--- config.mk ---
export PLATFORM = sky130hd
export DESIGN_NAME = dcas_unit
export DESIGN_NICKNAME = d
export VERILOG_FILES = /design/src/rtl/dcas_pkg.sv /design/src/rtl/dcas_lane.sv /design/src/rtl/dcas_fsm.sv /design/src/rtl/dcas_busdrv.sv /design/src/rtl/dcas_unit.sv
export SDC_FILE = /design/constraint.sdc
export NUM_CORES = 1
export LEC_CHECK = 0
export CAP_MARGIN = 20
export CORE_UTILIZATION = 50
export CTS_CLUSTER_SIZE = 28
export DETAILED_ROUTE_END_ITERATION = 8
export MAX_ROUTING_LAYER = met4
export PLACE_DENSITY_LB_ADDON = 0.25
export SYNTH_ARGS = -nofsm -noshare
export SYNTH_HDL_FRONTEND = slang
export SYNTH_SLANG_ARGS = --single-unit
--- constraint.sdc ---
create_clock -name clk -period 4.2 [get_ports clk]
set_input_delay 0.42 -clock clk [delete_from_list [all_inputs] [get_ports clk]]
set_output_delay 0.42 -clock clk [all_outputs]
set_load 0.01 [all_outputs]
--- src/rtl/dcas_pkg.sv ---
package dcas_pkg;

  typedef enum logic [2:0] {
    ST_IDLE = 3'd0,
    ST_RD_A = 3'd1,
    ST_RD_B = 3'd2,
    ST_EVAL = 3'd3,
    ST_WR_A = 3'd4,
    ST_WR_B = 3'd5,
    ST_DONE = 3'd6
  } dcas_state_e;

  typedef struct packed {
    logic n;
    logic z;
    logic c;
  } dcas_flags_t;

  localparam int unsigned NUM_LANES = 2;

endpackage

--- src/rtl/dcas_lane.sv ---
module dcas_lane #(
  parameter int unsigned W = 32
) (
  input  logic [W-1:0]       mem_val,
  input  logic [W-1:0]       cmp_val,
  output logic               eq,
  output dcas_pkg::dcas_flags_t flags
);
  import dcas_pkg::*;

  function automatic dcas_flags_t sub_flags(input logic [W-1:0] a, input logic [W-1:0] b);
    logic [W:0] diff;
    dcas_flags_t f;
    diff = {1'b0, a} - {1'b0, b};
    f.c = diff[W];
    f.n = diff[W-1];
    f.z = (diff[W-1:0] == '0);
    return f;
  endfunction

  always_comb begin
    flags = sub_flags(mem_val, cmp_val);
    eq    = (mem_val == cmp_val);
  end

endmodule

--- src/rtl/dcas_fsm.sv ---
module dcas_fsm (
  input  logic                  clk,
  input  logic                  rst_n,
  input  logic                  op_valid,
  input  logic                  mem_ack,
  input  logic                  both_eq,
  output dcas_pkg::dcas_state_e state,
  output logic                  ev_accept,
  output logic                  ev_rd_a,
  output logic                  ev_rd_b,
  output logic                  ev_eval,
  output logic                  ev_wr_a,
  output logic                  ev_wr_b
);
  import dcas_pkg::*;

  dcas_state_e nxt;

  always_comb begin
    ev_accept = (state == ST_IDLE) && op_valid;
    ev_rd_a   = (state == ST_RD_A) && mem_ack;
    ev_rd_b   = (state == ST_RD_B) && mem_ack;
    ev_eval   = (state == ST_EVAL);
    ev_wr_a   = (state == ST_WR_A) && mem_ack;
    ev_wr_b   = (state == ST_WR_B) && mem_ack;
  end

  always_comb begin
    nxt = state;
    unique case (state)
      ST_IDLE: if (ev_accept) nxt = ST_RD_A;
      ST_RD_A: if (ev_rd_a)   nxt = ST_RD_B;
      ST_RD_B: if (ev_rd_b)   nxt = ST_EVAL;
      ST_EVAL: nxt = both_eq ? ST_WR_A : ST_DONE;
      ST_WR_A: if (ev_wr_a)   nxt = ST_WR_B;
      ST_WR_B: if (ev_wr_b)   nxt = ST_DONE;
      ST_DONE: nxt = ST_IDLE;
      default: nxt = ST_IDLE;
    endcase
  end

  always_ff @(posedge clk or negedge rst_n) begin
    if (!rst_n) state <= ST_IDLE;
    else        state <= nxt;
  end

endmodule

--- src/rtl/dcas_busdrv.sv ---
module dcas_busdrv #(
  parameter int unsigned W  = 32,
  parameter int unsigned AW = 32
) (
  input  dcas_pkg::dcas_state_e state,
  input  logic [AW-1:0]         addr_a,
  input  logic [AW-1:0]         addr_b,
  input  logic [W-1:0]          new_a,
  input  logic [W-1:0]          new_b,
  output logic                  mem_lock,
  output logic                  mem_req,
  output logic                  mem_we,
  output logic [AW-1:0]         mem_addr,
  output logic [W-1:0]          mem_wdata
);
  import dcas_pkg::*;

  always_comb begin
    mem_req   = 1'b0;
    mem_we    = 1'b0;
    mem_addr  = '0;
    mem_wdata = '0;
    mem_lock  = 1'b0;
    unique case (state)
      ST_RD_A: begin mem_lock = 1'b1; mem_req = 1'b1; mem_addr = addr_a; end
      ST_RD_B: begin mem_lock = 1'b1; mem_req = 1'b1; mem_addr = addr_b; end
      ST_EVAL: begin mem_lock = 1'b1; end
      ST_WR_A: begin
        mem_lock = 1'b1; mem_req = 1'b1; mem_we = 1'b1;
        mem_addr = addr_a; mem_wdata = new_a;
      end
      ST_WR_B: begin
        mem_lock = 1'b1; mem_req = 1'b1; mem_we = 1'b1;
        mem_addr = addr_b; mem_wdata = new_b;
      end
      default: ;
    endcase
  end

endmodule

--- src/rtl/dcas_unit.sv ---
module dcas_unit #(
  parameter int unsigned W  = 32,
  parameter int unsigned AW = 32
) (
  input  logic          clk,
  input  logic          rst_n,
  input  logic          op_valid,
  output logic          op_ready,
  input  logic [AW-1:0] op_addr_a,
  input  logic [AW-1:0] op_addr_b,
  input  logic [W-1:0]  op_cmp_a,
  input  logic [W-1:0]  op_cmp_b,
  input  logic [W-1:0]  op_new_a,
  input  logic [W-1:0]  op_new_b,
  output logic          done,
  output logic          success,
  output logic [W-1:0]  old_a,
  output logic [W-1:0]  old_b,
  output logic          flag_z,
  output logic          flag_n,
  output logic          flag_c,
  output logic          mem_lock,
  output logic          mem_req,
  output logic          mem_we,
  output logic [AW-1:0] mem_addr,
  output logic [W-1:0]  mem_wdata,
  input  logic          mem_ack,
  input  logic [W-1:0]  mem_rdata
);
  import dcas_pkg::*;

  localparam int unsigned NL = NUM_LANES;

  dcas_state_e state;
  logic ev_accept, ev_rd_a, ev_rd_b, ev_eval, ev_wr_a, ev_wr_b;

  logic [AW-1:0] addr_a_q, addr_b_q;
  logic [W-1:0]  cmp_q  [NL];
  logic [W-1:0]  new_a_q, new_b_q;
  logic [W-1:0]  rd_q   [NL];

  logic          lane_eq    [NL];
  dcas_flags_t   lane_flags [NL];
  logic          both_eq;
  dcas_flags_t   sel_flags;

  logic          success_q;
  logic [W-1:0]  old_a_q, old_b_q;
  dcas_flags_t   flags_q;

  dcas_fsm u_fsm (
    .clk       (clk),
    .rst_n     (rst_n),
    .op_valid  (op_valid),
    .mem_ack   (mem_ack),
    .both_eq   (both_eq),
    .state     (state),
    .ev_accept (ev_accept),
    .ev_rd_a   (ev_rd_a),
    .ev_rd_b   (ev_rd_b),
    .ev_eval   (ev_eval),
    .ev_wr_a   (ev_wr_a),
    .ev_wr_b   (ev_wr_b)
  );

  for (genvar g = 0; g < NL; g++) begin : g_lane
    dcas_lane #(.W(W)) u_lane (
      .mem_val (rd_q[g]),
      .cmp_val (cmp_q[g]),
      .eq      (lane_eq[g]),
      .flags   (lane_flags[g])
    );
  end

  always_comb begin
    both_eq   = lane_eq[0] && lane_eq[1];
    sel_flags = lane_eq[0] ? lane_flags[1] : lane_flags[0];
  end

  dcas_busdrv #(.W(W), .AW(AW)) u_bus (
    .state     (state),
    .addr_a    (addr_a_q),
    .addr_b    (addr_b_q),
    .new_a     (new_a_q),
    .new_b     (new_b_q),
    .mem_lock  (mem_lock),
    .mem_req   (mem_req),
    .mem_we    (mem_we),
    .mem_addr  (mem_addr),
    .mem_wdata (mem_wdata)
  );

  always_ff @(posedge clk or negedge rst_n) begin
    if (!rst_n) begin
      addr_a_q <= '0;
      addr_b_q <= '0;
      cmp_q[0] <= '0;
      cmp_q[1] <= '0;
      new_a_q  <= '0;
      new_b_q  <= '0;
    end else if (ev_accept) begin
      addr_a_q <= op_addr_a;
      addr_b_q <= op_addr_b;
      cmp_q[0] <= op_cmp_a;
      cmp_q[1] <= op_cmp_b;
      new_a_q  <= op_new_a;
      new_b_q  <= op_new_b;
    end
  end

  always_ff @(posedge clk or negedge rst_n) begin
    if (!rst_n) begin
      rd_q[0] <= '0;
      rd_q[1] <= '0;
    end else begin
      if (ev_rd_a) rd_q[0] <= mem_rdata;
      if (ev_rd_b) rd_q[1] <= mem_rdata;
    end
  end

  always_ff @(posedge clk or negedge rst_n) begin
    if (!rst_n) begin
      success_q <= 1'b0;
      old_a_q   <= '0;
      old_b_q   <= '0;
      flags_q   <= '0;
    end else if (ev_eval) begin
      success_q <= both_eq;
      old_a_q   <= rd_q[0];
      old_b_q   <= rd_q[1];
      flags_q   <= sel_flags;
    end
  end

  always_comb begin
    op_ready = (state == ST_IDLE);
    done     = (state == ST_DONE);
    success  = success_q;
    old_a    = old_a_q;
    old_b    = old_b_q;
    flag_z   = flags_q.z;
    flag_n   = flags_q.n;
    flag_c   = flags_q.c;
  end

endmodule

==> results.cfg <==
[outcome]
status = finished with violations
violations = negative hold slack

[logic_synthesis]
synth_top_area_share = 0.483
yosys.area.top_type = dfrtp_1
synth-seq-cells = 327
netlist_instances = 1535
synth.avg_cell_area_um2 = 11.0
ys_top_cells_by_area = dfrtp_1, mux2_2, ha_1
synth_fp_nets = 1827
synth_area_um2 = 16900
yosysUniqueCellTypes = 76
synthArstFlopShare = 1.00
yosysWarnings = 0
yosysSeqAreaShare = 0.483
synthFlopType = dfrtp_1
synth_edf_count = 0

[critical_path]
endpoint = flag_z
crit_start = rd_q[4]
critical_path_arrival_ns = 3.85
cp_num_cells = 11
required_ns = 4.66
end_kind = flop
r2r_end = flag_z
rr_worst_depth = 11
cp-start-kind = flop
critPathMostFrequentCell = a32oi_1
crit_path_max_incr_delay_ns = 0.48
ff2ff_setup_slack_ns = 0.81
cp_max_fo = 6
r2r-start = rd_q[4]
path_delay_family = simple AND/OR/NAND/NOR gates
crit_slowest_cell = or4_1
critPathKind = flop to flop
path_cells = ha_1 -> and2_1 -> nor4_4 -> a21oi_2 -> o21a_1 -> or4_1 -> a32oi_1 -> nand4_1 -> nor4_1 -> a32oi_1 -> a21bo_1
critPathBufInv = 0

[timing]
max_freq_mhz = 295
finClkSkew_ns = 0.0143
setup-violations-final = 0
post-route-min-period_ns = 3.39
holdWs_ns = -0.0227
hold_viol = 12
worst_pin_slew_ns = 1.03
slew_viol_final = 0
rsz0062_at_grt = false
fin_crit_sh = 0.807
maxSlewHeadroom = 0.313
final.setup.tns_ns = 0

[clock_tree]
cts_resized = 0
clockRootBuffer = clkbuf_16
clk_pin_slew_ns = 0.06
cts.sinks = 327
clock_latency_ns = 0.52
cts_htree_levels = 2
holdBufCountCts = 0
post_cts_buffers = 0
cts_buffer_depth = 3
numCtsBuffers = 36
cts_tree = done

[power]
seqPwrFrac = 0.274
p_comb_frac = 0.569
p_sw_w = 0.00845
p_leak_nw = 9.43
power.total_w = 0.0208
internal-power_w = 0.0123
pwr-share-clk = 0.157
power_density_nw_per_um2 = 933
peakVddDrop_v = 0.000570
swShare = 0.407

[layout]
drive_above_1_share = 0.188
stdcell_count = 2355
utilization = 0.666
design_area_um2 = 22300
fin_nets = 2163
synthToLayoutAreaGrowth_pct = 31.4

[drt]
drc = 0
route.vias.total = 13208
drtIter0Drc = 771
drtAntennaViolNets = 0
wl_per_cell_um = 21.1
drt_wl_total_um = 49800
avgViaCountPerCell = 5.61
drtPass1Iterations = 5

[die]
die_h_um = 186
fp.dieW_um = 186
initial_core_util = 0.507
coreArea_um2 = 33400
die_area_um2 = 34600
num_rows = 67
ios = 365

[run]
maxCapViolCount = 0

[placed_design]
place.gp.congestion = 0.955
place_area_um2 = 21000
dp_hpwl_um = 37100
port_buffers = 364
dpl.cell_count = 2281

[global_route]
grt_pass1_vias = 13281
grt-ovfl-total = 0
antenna_found_initial = 10
grt_max_degree = 116
grt_pass1_wl_um = 75200
grtUsageTotal = 0.296

[worst_hold_path]
min_path_type = primary input to asynchronous set/reset pin
synth_stat cells, drive strengths merged (4+ instances only):
cell type and count:
nand2b 11, a211o 5, nand4 20, a21oi 68, and4 6, o31ai 9, dfrtp 327, xor2 15
mux2 256, a31oi 6, o21bai 10, nor2 65, a211oi 14, nor3 23, and2 8, inv 85
o21ai 97, nand2 126, ha 64, a22o 32, or2 7, nor4 10, nand3 20, nor2b 6
and3 8, clkbuf 65, o2111ai 5, nor3b 4, a21o 12, buf 17, a21boi 4, xnor2 14
mux2i 42, or3 6, o211ai 10, o21a 15
flip-flops by register name, indices dropped and copies added (netlist names), 3 cells and up:
name         count
old_a           32
new_b_q         32
addr_b_q        32
old_b           32
cmp_q           64
u_fsm.state      3
rd_q            64
addr_a_q        32
new_a_q         32
per-layer routing:
| metal | GRT usage | share of wire | vias to the layer above |
|---|---|---|---|
| li1 | - | - | 6196 |
| met3 | 0.0779 | 0.075 | 75 |
| met2 | 0.481 | 0.48 | 409 |
| met1 | 0.355 | 0.41 | 6528 |
| met5 | - | 0 | - |
| met4 | 0.103 | 0.034 | 0 |
cells by family (layout without fill, tap and decap cells):
| group | after synthesis | after routing | synth area share |
|---|---|---|---|
| AO/OA/AOI/OAI | 318 | 318 | 0.127 |
| XOR/XNOR | 29 | 29 | 0.0150 |
| adder cells (fa/ha/maj) | 64 | 64 | 0.0472 |
| buffers and inverters | 167 | 528 | 0.0383 |
| flip-flops | 327 | 327 | 0.483 |
| multiplexers | 298 | 298 | 0.195 |
| other | 0 | 11 | 0 |
| AND/OR/NAND/NOR | 332 | 332 | 0.0949 |
worst min path at each step:
stage | startpoint | endpoint | slack [ns] | depth (start not counted)
finish | rst_n | cmp_q[9] | -0.02 | 1
global route | rst_n | cmp_q[9] | 0.07 | 1
CTS | rst_n | cmp_q[9] | 0.03 | 1
detailed placement | old_b[0] | old_b[0] | 0.48 | 2
global placement | old_b[0] | old_b[0] | 0.47 | 2
floorplan | rst_n | addr_a_q[0] | 0.12 | 0
worst register-to-register path, stage by stage, from the launching register on:
cell and delay (ns):
dfrtp_1 0.39, ha_1 0.36, and2_1 0.23, nor4_4 0.21
a21oi_2 0.18, o21a_1 0.23, or4_1 0.48, a32oi_1 0.26
nand4_1 0.16, nor4_1 0.42, a32oi_1 0.17, a21bo_1 0.23
power groups by stage:
stage / combinational [W] / clock, W / sequential [W]
after floorplan: 0.00792 / 0 / 0.00553
after global placement: 0.0116 / 0 / 0.00566
after detailed placement: 0.0117 / 0 / 0.00574
after CTS: 0.0118 / 0.00334 / 0.00570
after global routing: 0.0129 / 0.00345 / 0.00589
final: 0.0118 / 0.00327 / 0.00570
placed cells by master (no fill, tap or decap), types with 12 or more instances in the layout:
cell type	instances
a211oi_1	12
a21o_1	12
a21oi_1	65
a22o_1	32
clkbuf_16	36
clkdlybuf4s50_1	363
dfrtp_1	326
ha_1	64
inv_1	85
mux2_2	255
mux2i_1	42
nand2_1	125
nand3_1	20
nand4_1	20
nor2_1	63
nor3_1	22
o21a_1	15
o21ai_0	88
xnor2_1	14
xor2_1	15
through the flow:
stage	worst slack (ns)	hold slack [ns]
floorplan	1.47	0.124
finish	0.809	-0.0227
CTS	0.815	0.0269
global placement	0.830	0.467
detailed placement	0.835	0.476
global route	0.505	0.0671
area by class of cell:
class | instances | area [um2]
multi-input cells | 1041 | 8140
diodes | 11 | 27.5
fillers | 2551 | 11200
clock inverters | 10 | 190
well taps | 448 | 561
flip-flops and latches | 327 | 8180
repair buffers | 380 | 3830
clock buffers | 53 | 1020
inverters | 85 | 319
(Power assumes the default switching activity.)
